`src/rtl/dma_hs_pkg.sv`:
```
package dma_hs_pkg;

    typedef enum logic [1:0] {
        M_BURST  = 2'b00,
        M_STEP   = 2'b01,
        M_BLOCK  = 2'b10,
        M_DEMAND = 2'b11
    } xfer_mode_e;

    typedef enum logic [1:0] {
        S_ARB  = 2'b00,
        S_XFER = 2'b01,
        S_GAP  = 2'b10
    } seq_state_e;

    localparam logic [2:0] ST_IDLE = 3'b000;
    localparam logic [2:0] ST_DONE = 3'b001;
    localparam logic [2:0] ST_STOP = 3'b010;

    // Modes that move one item per grant decision
    function automatic logic single_item(input xfer_mode_e m);
        return (m == M_STEP) || (m == M_DEMAND);
    endfunction

    // Whether a grant carries on after a block finishes
    function automatic logic keeps_going(input xfer_mode_e m, input logic req);
        return (m == M_BURST) || ((m == M_DEMAND) && req);
    endfunction

endpackage

```
`src/rtl/dma_hs_stopflt.sv`:
```
module dma_hs_stopflt #(
    parameter int LEN = 5
) (
    input  logic clk,
    input  logic rst,
    input  logic en,
    input  logic din,
    output logic hit
);
    localparam int CW = $clog2(LEN + 1);

    logic [CW-1:0] run_q;

    always_ff @(posedge clk) begin
        if (rst || !en || !din) begin
            run_q <= '0;
        end else if (run_q != CW'(LEN)) begin
            run_q <= run_q + CW'(1);
        end
    end

    // fires once, on the LEN-th consecutive high sample
    assign hit = en && din && (run_q == CW'(LEN - 1));
endmodule

```
`src/rtl/dma_hs_arb.sv`:
```
module dma_hs_arb #(
    parameter int NCH  = 4,
    parameter int CH_W = 2
) (
    input  logic [NCH-1:0]  pend,
    output logic            any,
    output logic [CH_W-1:0] idx
);
    always_comb begin
        idx = '0;
        for (int i = NCH - 1; i >= 0; i--) begin
            if (pend[i]) idx = CH_W'(i);
        end
    end

    assign any = |pend;
endmodule

```
`src/rtl/dma_hs_chan.sv`:
```
module dma_hs_chan #(
    parameter int CNT_W = 8
) (
    input  logic             clk,
    input  logic             rst,
    input  logic             load,
    input  logic [CNT_W-1:0] cnt_cfg,
    input  logic             req,
    input  logic             granted,
    input  logic             busy,
    input  logic             last,
    input  logic             dec,
    input  logic             kill,
    output logic             pend,
    output logic             active,
    output logic             final_one
);
    logic [CNT_W-1:0] rem_q, rem_nx;

    always_comb begin
        rem_nx = rem_q;
        if (load)      rem_nx = cnt_cfg;
        else if (kill) rem_nx = '0;
        else if (dec)  rem_nx = rem_q - CNT_W'(1);
    end

    always_ff @(posedge clk) begin
        if (rst) begin
            rem_q <= '0;
            pend  <= 1'b0;
        end else begin
            rem_q <= rem_nx;
            if (load || granted || kill) begin
                pend <= 1'b0;
            end else if (req && (rem_nx != '0) && (!busy || last)) begin
                pend <= 1'b1;
            end
        end
    end

    assign active    = (rem_q != '0);
    assign final_one = (rem_q == CNT_W'(1));
endmodule

```
`src/rtl/dma_hs_seq.sv`:
```
module dma_hs_seq
    import dma_hs_pkg::*;
#(
    parameter int NCH      = 4,
    parameter int BLK_W    = 4,
    parameter int CNT_W    = 8,
    parameter int STOP_LEN = 5,
    localparam int CH_W    = (NCH > 1) ? $clog2(NCH) : 1
) (
    input  logic                 clk,
    input  logic                 rst,
    input  logic                 start_i,
    input  logic                 clr_i,
    input  logic [NCH-1:0]       req_i,
    input  logic [2*NCH-1:0]     cfg_mode_i,
    input  logic [BLK_W*NCH-1:0] cfg_blk_i,
    input  logic [CNT_W*NCH-1:0] cfg_cnt_i,
    input  logic [NCH-1:0]       cfg_int_i,
    input  logic                 ack_oe_i,
    input  logic                 eot_oe_i,
    input  logic                 pin_stop_sel_i,
    input  logic                 irq_en_i,
    input  logic                 stop_i,
    output logic                 strobe_o,
    output logic [CH_W-1:0]      strobe_ch_o,
    output logic [NCH-1:0]       ack_o,
    output logic                 eot_o,
    output logic                 eot_drv_o,
    output logic [2:0]           status_o,
    output logic                 irq_o
);
    seq_state_e       st_q;
    logic [CH_W-1:0]  gch_q;
    logic [BLK_W-1:0] item_q;
    logic [2:0]       status_q;
    logic             irq_q;

    xfer_mode_e       mode_a [NCH];
    logic [BLK_W-1:0] blk_a  [NCH];
    logic [NCH-1:0]   pend, active, final_one;

    logic             any;
    logic [CH_W-1:0]  idx;
    logic             stop_hit;
    logic             xfer, item_last, blk_done, fin, grant_end;
    xfer_mode_e       mode_g;
    logic [BLK_W-1:0] eff_blk;

    assign xfer      = (st_q == S_XFER);
    assign mode_g    = mode_a[gch_q];
    assign eff_blk   = (single_item(mode_g) || blk_a[gch_q] == '0) ? BLK_W'(1) : blk_a[gch_q];
    assign item_last = (item_q == eff_blk - BLK_W'(1));
    assign blk_done  = xfer && item_last;
    assign fin       = blk_done && final_one[gch_q];
    assign grant_end = xfer && (stop_hit || fin ||
                                (blk_done && !keeps_going(mode_g, req_i[gch_q])));

    generate
        for (genvar c = 0; c < NCH; c++) begin : g_ch
            assign mode_a[c] = xfer_mode_e'(cfg_mode_i[2*c +: 2]);
            assign blk_a[c]  = cfg_blk_i[BLK_W*c +: BLK_W];

            dma_hs_chan #(.CNT_W(CNT_W)) u_chan (
                .clk       (clk),
                .rst       (rst),
                .load      (start_i),
                .cnt_cfg   (cfg_cnt_i[CNT_W*c +: CNT_W]),
                .req       (req_i[c]),
                .granted   ((st_q == S_ARB) && any && (idx == CH_W'(c))),
                .busy      (xfer && (gch_q == CH_W'(c))),
                .last      (grant_end),
                .dec       (blk_done && (gch_q == CH_W'(c))),
                .kill      (stop_hit && xfer && (gch_q == CH_W'(c))),
                .pend      (pend[c]),
                .active    (active[c]),
                .final_one (final_one[c])
            );
        end
    endgenerate

    dma_hs_arb #(.NCH(NCH), .CH_W(CH_W)) u_arb (
        .pend (pend & active),
        .any  (any),
        .idx  (idx)
    );

    dma_hs_stopflt #(.LEN(STOP_LEN)) u_stop (
        .clk (clk),
        .rst (rst),
        .en  (pin_stop_sel_i),
        .din (stop_i),
        .hit (stop_hit)
    );

    always_ff @(posedge clk) begin
        if (rst) begin
            st_q   <= S_ARB;
            gch_q  <= '0;
            item_q <= '0;
        end else begin
            unique case (st_q)
                S_ARB: begin
                    if (any) begin
                        st_q   <= S_XFER;
                        gch_q  <= idx;
                        item_q <= '0;
                    end
                end
                S_XFER: begin
                    if (grant_end) begin
                        st_q   <= S_GAP;
                        item_q <= '0;
                    end else if (item_last) begin
                        item_q <= '0;
                    end else begin
                        item_q <= item_q + BLK_W'(1);
                    end
                end
                default: st_q <= S_ARB;
            endcase
        end
    end

    always_ff @(posedge clk) begin
        if (rst) begin
            status_q <= ST_IDLE;
            irq_q    <= 1'b0;
        end else if (stop_hit) begin
            status_q <= ST_STOP;
            irq_q    <= irq_q || irq_en_i;
        end else if (fin) begin
            status_q <= ST_DONE;
            irq_q    <= irq_q || irq_en_i;
        end else if (clr_i) begin
            status_q <= ST_IDLE;
            irq_q    <= 1'b0;
        end
    end

    assign strobe_o    = xfer;
    assign strobe_ch_o = xfer ? gch_q : '0;
    assign ack_o       = (xfer && ack_oe_i) ? (NCH'(1) << gch_q) : '0;
    assign eot_drv_o   = !pin_stop_sel_i && eot_oe_i;
    assign eot_o       = eot_drv_o && fin && !cfg_int_i[gch_q];
    assign status_o    = status_q;
    assign irq_o       = irq_q;
endmodule

```
`config.mk`:
```
export PLATFORM = sky130hd
export DESIGN_NAME = dma_hs_seq
export DESIGN_NICKNAME = d
export VERILOG_FILES = /design/src/rtl/dma_hs_pkg.sv /design/src/rtl/dma_hs_stopflt.sv /design/src/rtl/dma_hs_arb.sv /design/src/rtl/dma_hs_chan.sv /design/src/rtl/dma_hs_seq.sv
export SDC_FILE = /design/constraint.sdc
export NUM_CORES = 1
export LEC_CHECK = 0
export ABC_AREA = 1
export CAP_MARGIN = 30
export CORE_MARGIN = 2
export CORE_UTILIZATION = 54
export CTS_BUF_LIST = sky130_fd_sc_hd__clkbuf_2 sky130_fd_sc_hd__clkbuf_4 sky130_fd_sc_hd__clkbuf_8
export DETAILED_ROUTE_END_ITERATION = 10
export PLACE_DENSITY = 0.95
export SYNTH_ARGS = -nofsm -noshare
export SYNTH_HDL_FRONTEND = slang
export SYNTH_SLANG_ARGS = --single-unit
```
`constraint.sdc`:
```
create_clock -name clk -period 3.6 [get_ports clk]
set_input_delay 0.36 -clock clk [delete_from_list [all_inputs] [get_ports clk]]
set_output_delay 0.36 -clock clk [all_outputs]
set_load 0.01 [all_outputs]
```
Yosys cells after proc, flatten, opt, wreduce, memory -nomap -nowiden
Cells that the tools add are included. W data, S select, Z words.

Add/subtract/negate cells: 7. Magnitude comparators: 2. Equal/unequal tests: 18. Shift-type cells: 1. Mux-type cells: 44. Bitwise gates (word level): 2. Reduce and logical (&&, ||, !) cells: 90.

Operators by type and width (number): $mux W8 (12); $reduce_bool A8 Y1 (8); $logic_and A1 B1 Y1 (37); $eq A8 B1 Y1 const B (4); $sub A8 B1 Y8 const B (4); $mux W4 (7); $mux W2 (12); $logic_or A1 B1 Y1 (20); $eq A2 B2 Y1 const B (5); $reduce_or A2 Y1 (5); $bmux W4 S2 (1); $eq A2 B1 Y1 const B (4); $logic_not A1 Y1 (8); $logic_not A2 Y1 (4); $pmux W4 S2 (1); $bmux W1 S2 (3); $mux W1 (6); $reduce_and A2 Y1 (3); $add A4 B1 Y4 const B (1); $and A4 B4 Y4 (1); $bmux W2 S2 (1); $eq A4 B4 Y1 (1); $logic_not A4 Y1 (1); $pmux W2 S2 (1); 13 further kinds (14).

Bits in registers: 50. Bits of input ports: 73. Output and inout port bits: 13. Logic and storage cells: 179.

Longest topological paths before layout
Depth in word-level cells: 18. Depth in mapped cells: 28. Gate-level depth less buffers: 26.

Modules after synthesis
From an unflattened synthesis, not the netlist that was laid out.

Cell total of the unflattened synthesis: 708. Area, all modules: 4176.5 um2.

By module, submodules not included: dma_hs_chan (times used 4, cells each 112, area each 664.4 um2); dma_hs_seq (times used 1, cells each 222, area each 1275.0 um2); dma_hs_stopflt (times used 1, cells each 29, area each 197.7 um2); dma_hs_arb (times used 1, cells each 9, area each 46.3 um2).

Worst setup path after synthesis
Ideal clock, no wire load.

Path type: reg2reg. Start point: register gch_q[0]. End point: register g_ch[1].u_chan.pend. Data arrival time: 2689 ps. Slack: 780 ps. Cell stages (with the launch flop): 28. Buffers on the path: 4. Path through: dfxtp_1 > buf_6 > buf_6 > nand3_2 > nand2_2 > inv_2 > nand2_1 > nor2_1 > nand2_2 > nand3_2 > inv_1 > ha_1 > xor2_1 > nand2_1 > nor2_1 > nand3_2 > nor2_4 > buf_6 > buf_6 > nand4_1 > nand3_1 > nand2_1 > inv_1 > nand2_1 > nor2_1 > nand2_1 > nand2_1 > a21oi_1.

Longest elaborated chain between the ends: 18.

RTL lines: from (decl) (RTL line dma_hs_seq.sv:33) `logic [CH_W-1:0] gch_q;`; from (signal assigned) (RTL line dma_hs_seq.sv:105) `gch_q <= idx;`; $not A2 Y3 (implied by the code) (RTL line dma_hs_seq.sv:50, dma_hs_seq.sv:51); $bmux W2 S2 (RTL line dma_hs_seq.sv:50) `assign mode_g = mode_a[gch_q];`; $mux W2 (implied by the code) (2 in a row) (RTL line dma_hs_seq.sv:50); $eq A2 B1 Y1 or $eq A2 B2 Y1 (tied branches) (RTL line dma_hs_pkg.sv:22, dma_hs_pkg.sv:27); $logic_or A1 B1 Y1 (RTL line dma_hs_pkg.sv:22) `return (m == M_STEP) || (m == M_DEMAND);`; $logic_or A1 B1 Y1 (RTL line dma_hs_seq.sv:51) `assign eff_blk = (single_item(mode_g) || blk_a[gch_q] == '0) ? BLK_W'(1) : blk_a[gch_q];`; $mux W4 (RTL line dma_hs_seq.sv:51); $sub A4 B1 Y4 (RTL line dma_hs_seq.sv:52) `assign item_last = (item_q == eff_blk - BLK_W'(1));`; $eq A4 B4 Y1 (RTL line dma_hs_seq.sv:52); $logic_and A1 B1 Y1 (RTL line dma_hs_seq.sv:53) `assign blk_done = xfer && item_last;`; $logic_and A1 B1 Y1 (RTL line dma_hs_seq.sv:72) `.dec (blk_done && (gch_q == CH_W'(c))),`; $mux W8 (RTL line dma_hs_chan.sv:24) `else if (dec) rem_nx = rem_q - CNT_W'(1);`; $mux W8 (RTL line dma_hs_chan.sv:23) `else if (kill) rem_nx = '0;`; $mux W8 (RTL line dma_hs_chan.sv:22) `if (load) rem_nx = cnt_cfg;`; $reduce_bool A8 Y1 (RTL line dma_hs_chan.sv:35) `end else if (req && (rem_nx != '0) && (!busy || last)) begin`; $logic_and A1 B1 Y1 (2 in a row) (RTL line dma_hs_chan.sv:35); to (signal assigned) (RTL line dma_hs_chan.sv:30) `pend <= 1'b0;`; to (signal assigned) (RTL line dma_hs_chan.sv:34) `pend <= 1'b0;`; to (signal assigned) (RTL line dma_hs_chan.sv:36) `pend <= 1'b1;`; to (decl) (RTL line dma_hs_chan.sv:14) `output logic pend,`.

Several ways; a longest one is shown, not always the timed one. The select of a mux whose other input is x is not followed. A chain may end at the register's enable or synchronous reset.

Worst setup path in the final report
Start point: register gch_q[0]. End point: output port eot_o.

Longest elaborated chain between the ends: 14.

RTL lines: $not A2 Y3 (implied by the code) (RTL line dma_hs_seq.sv:50, dma_hs_seq.sv:51); $bmux W2 S2 (RTL line dma_hs_seq.sv:50); $mux W2 (implied by the code) (2 in a row) (RTL line dma_hs_seq.sv:50); $eq A2 B1 Y1 or $eq A2 B2 Y1 (tied branches) (RTL line dma_hs_pkg.sv:22); $logic_or A1 B1 Y1 (RTL line dma_hs_pkg.sv:22); $logic_or A1 B1 Y1 (RTL line dma_hs_seq.sv:51); $mux W4 (RTL line dma_hs_seq.sv:51); $sub A4 B1 Y4 (RTL line dma_hs_seq.sv:52); $eq A4 B4 Y1 (RTL line dma_hs_seq.sv:52); $logic_and A1 B1 Y1 (RTL line dma_hs_seq.sv:53); $logic_and A1 B1 Y1 (RTL line dma_hs_seq.sv:54) `assign fin = blk_done && final_one[gch_q];`; $logic_and A1 B1 Y1 (RTL line dma_hs_seq.sv:144) `assign eot_o = eot_drv_o && fin && !cfg_int_i[gch_q];`; $logic_and A1 B1 Y1 * (RTL line dma_hs_seq.sv:144); to (decl) (RTL line dma_hs_seq.sv:27) `output logic eot_o,`.

Every way passes the cells marked *; elsewhere a longest branch is shown, timed or not. The select of a mux whose other input is x is not followed.

==> impl_metrics.py <==
metrics = {
    "status": {
        "outcome": "finished clean",
    },
    "place": {
        "dp_hpwl_um": 8837,
        "port_buffers": 84,
        "place.gp.congestion": 0.9511,
    },
    "worst_setup_path": {
        "crit_buf_inv": 5,
        "critPathLaunchType": "register",
        "crit_arrival_ns": 3.01,
        "path_max_fanout": 6,
        "crit_chain": "clkinvlp_4 -> buf_2 -> nand2_1 -> nand2_1 -> nand2_1 -> nand2_1 -> nor2_1 -> nand2_2 -> nand3_2 -> inv_1 -> ha_1 -> xnor2_1 -> a21oi_1 -> nor2_1 -> nand3_2 -> inv_2 -> nand2_2 -> nor2_4 -> nand2_2 -> a211oi_1 -> buf_2",
        "critPathCaptureType": "primary output",
        "crit_required_ns": 3.24,
        "worst_path_most_repeated_cell": "nand2_1",
        "critical_path_class": "reg2out",
        "crit_family": "simple AND/OR/NAND/NOR gates",
        "max_stage_delay_ns": 0.37,
        "crit_slowest_cell": "dfxtp_2",
    },
    "sta": {
        "rsz0062_at_grt": "true",
        "hold_viol": 0,
        "clock_skew_ns": 0.006046,
        "maxSlewHeadroom_pct": 34.51,
        "fmax_ghz": 0.2968,
        "tns_ns": 0,
        "fin_crit_sh_pct": 93.58,
        "finalSetupViolCount": 0,
        "min_period_ns": 3.369,
        "tightest_slew_ns": 0.9793,
        "drv_slew": 0,
    },
    "hold_path": {
        "hold_class": "reg2reg",
    },
    "detailed_routing": {
        "wl_per_cell_um": 14.21,
        "route.detailed.drc": 0,
        "drt_iter0_markers": 459,
        "routed_wl_um": 12060,
        "antenna_left": 0,
        "firstDrtPassIters": 6,
        "vias_per_cell": 5.618,
        "vias": 4770,
    },
    "clocking": {
        "hold_buffers": 0,
        "cts_tree": "done",
        "clk_latency_ns": 0.31,
        "cts_root_buf": "clkbuf_8",
        "numCtsBuffers": 5,
        "clk_pin_slew_ns": 0.10,
        "clock_tree.htree_level_count": 2,
        "clock-sinks": 50,
        "clk_path_buf_depth": 2,
    },
    "final_layout": {
        "antenna_cells": 0,
        "n_fill_cell": 572,
        "drive_gt1_share_pct": 7.333,
        "multi_input_area_mm2": 0.002716,
        "syn_to_final_growth_pct": 25.86,
        "fin_nets": 839,
        "regArea_mm2": 0.001002,
        "fin_util_pct": 71.02,
    },
    "pwr": {
        "fin_total_pwr_w": 0.002032,
        "p_leak_nw": 2.510,
        "p_seq_share_pct": 30.8,
        "power_frac_clock_pct": 17.8,
        "powerDensity_mw_per_mm2": 390.2,
        "p_comb_share_pct": 51.4,
        "internal-power_w": 0.001160,
        "p_switching_w": 0.0008712,
        "switching_share_pct": 42.89,
        "ir_drop_v": 0.0002584,
    },
    "job": {
        "cap_violations": 0,
    },
    "floorplanning": {
        "dieArea_mm2": 0.008376,
        "die_w_um": 91.52,
        "start_util_pct": 56.43,
        "io_pins": 86,
        "core_area_mm2": 0.007331,
        "die_h_um": 91.52,
        "rows": 31,
    },
    "synth": {
        "synth_cell_types": 44,
        "ys_seq_area_share_pct": 24.20,
        "yosys_register_bits": 50,
        "yosys_warnings": 0,
        "synth_cells": 668,
        "synth_edf_count": 0,
        "async_reset_ff_share_pct": 0,
        "syn_avg_cell_area_um2": 6.192,
        "synth_ff_type": "dfxtp_1",
        "syn-cell-area_mm2": 0.004136,
        "syn-num-nets": 758,
    },
    "global_routing": {
        "grtUsageTotal_pct": 28.92,
        "grt_max_degree": 35,
        "grt_pass1_vias": 4659,
        "antenna_found_initial": 0,
        "overflow": 0,
        "grt_pass1_wl_um": 20260,
    },
}
layer usage:
metal	vias to the layer above	global-route usage, %	part of all wire (%)
li1	2316	-	-
met5	-	0	0
met4	0	10.73	2.4
met3	31	3.734	6.4
met1	2206	32.89	40
met2	217	54.35	52
sequential cells by signal (all words and copies together), names as in the netlist:
signal / flops
g_ch.u_chan.pend: 4
gch_q: 2
irq_o: 1
g_ch.u_chan.rem_q: 32
st_q: 2
u_stop.run_q: 3
item_q: 4
status_o: 2
path summary, 6_finish.rpt:
check | from | end | slack (ns) | cells after the start
setup / recovery | gch_q[0] | eot_o | 0.23 | 21
hold / removal | g_ch[2].u_chan.pend | g_ch[2].u_chan.pend | 0.47 | 2
setup reg to reg | gch_q[0] | g_ch[3].u_chan.pend | 0.27 | 26
hold reg to reg | g_ch[2].u_chan.pend | g_ch[2].u_chan.pend | 0.47 | 2
Yosys cell counts (all sizes together) (2+ instances only):
master	count	area share [%]
a21oi	36	4.4
o21ai	9	1.2
nand2	225	21
a21boi	10	1.8
nor3	3	0.36
buf	14	2.9
a22oi	2	0.36
dfxtp	50	24
inv	67	6.1
ha	17	5.1
nand3	48	7.3
nor4	4	0.60
clkinv	2	0.18
a211oi	2	0.36
xor2	17	3.6
nand4	39	5.9
clkbuf	12	1.1
a31oi	4	0.60
nor2	88	9.3
xnor2	8	1.7
o211ai	2	0.36
o22ai	2	0.30
timing repair:
| item | 4_1_cts | 5_1_grt |
|---|---|---|
| setup buffers | 3 | 0 |
| gates resized for setup | 2 | 6 |
| setup endpoints to repair | 1 | 5 |
| pin swaps | 0 | 1 |
placed cells by master (no fill, tap or decap), types with 2 or more instances in the layout:
master           netlist  routed
nand2_1              219     218
clkdlybuf4s50_1        0      83
nor2_1                81      81
inv_1                 64      63
dfxtp_1               50      49
nand3_1               39      39
nand4_1               39      39
a21oi_1               36      36
xor2_1                17      17
ha_1                  17      17
buf_4                  3      11
a21boi_1               9       9
xnor2_1                8       8
nand3_2                7       7
o21ai_0                6       6
clkbuf_8               0       6
nand2_2                4       5
nor4_1                 4       4
a31oi_1                4       4
buf_12                 0       4
nor2_4                 2       3
nor3_1                 3       3
nor2_2                 3       2
inv_2                  2       2
nor2_8                 2       2
nand2_4                2       2
a211oi_1               2       2
nand3_4                2       2
o22ai_1                2       2
a22oi_1                2       2
o21ai_1                2       2
o211ai_1               2       2
clkinv_1               2       2
buf_2                  3       2
stage by stage:
stage	setup WS, ns	instances	hold slack [ns]	area, um^2
after floorplan	0.7800	668	0.4320	4136
after global placement	0.04747	838	0.4452	5071
after detailed placement	-0.1076	838	0.4475	5071
after CTS	0.05194	849	0.4619	5201
after global routing	-0.01895	849	0.4956	5206
final	0.2310	849	0.4654	5206
power groups by stage:
stage / Combinational [W] / Clock (W) / Sequential, W
6_report: 0.00104 / 0.000362 / 0.000626
5_1_grt: 0.00113 / 0.000395 / 0.000630
4_1_cts: 0.00102 / 0.000363 / 0.000624
3_5_place_dp: 0.000988 / 0 / 0.000635
3_3_place_gp: 0.000953 / 0 / 0.000632
2_1_floorplan: 0.000717 / 0 / 0.000628
layout make-up:
| cell class | instances | share of cell area (%) |
|---|---|---|
| multi-input combinational | 523 | 52.18 |
| sequential | 50 | 19.25 |
| tap | 99 | 2.379 |
| timing repair buffer | 100 | 19.27 |
| clock inverter | 1 | 0.09613 |
| clock buffer | 7 | 1.730 |
| inverter | 69 | 5.095 |
worst reg2reg max path, delay by kind of cell (launching register included):
kind | cells | cell delay, ns
AOI/OAI and AO/OA | 3 | 0.32
xor gates and xnor gates | 1 | 0.22
adders and majority gates | 1 | 0.20
buffers and inverters | 4 | 0.52
DFF | 1 | 0.37
and+or+nand+nor | 17 | 1.60
cell families (layout without fill, tap and decap cells):
group / count (synthesis) / in the layout / share of synthesized area, %
simple gates: 410 / 410 / 44.95
buf+inv: 95 / 177 / 10.31
compound gates: 69 / 69 / 9.770
flops: 50 / 50 / 24.20
xor+xnor: 25 / 25 / 5.293
fa+ha+maj: 17 / 17 / 5.142
other cells: 1 / 1 / 0.09066
mux: 1 / 1 / 0.2420
Note: power is estimated with default switching activity, not from simulation.
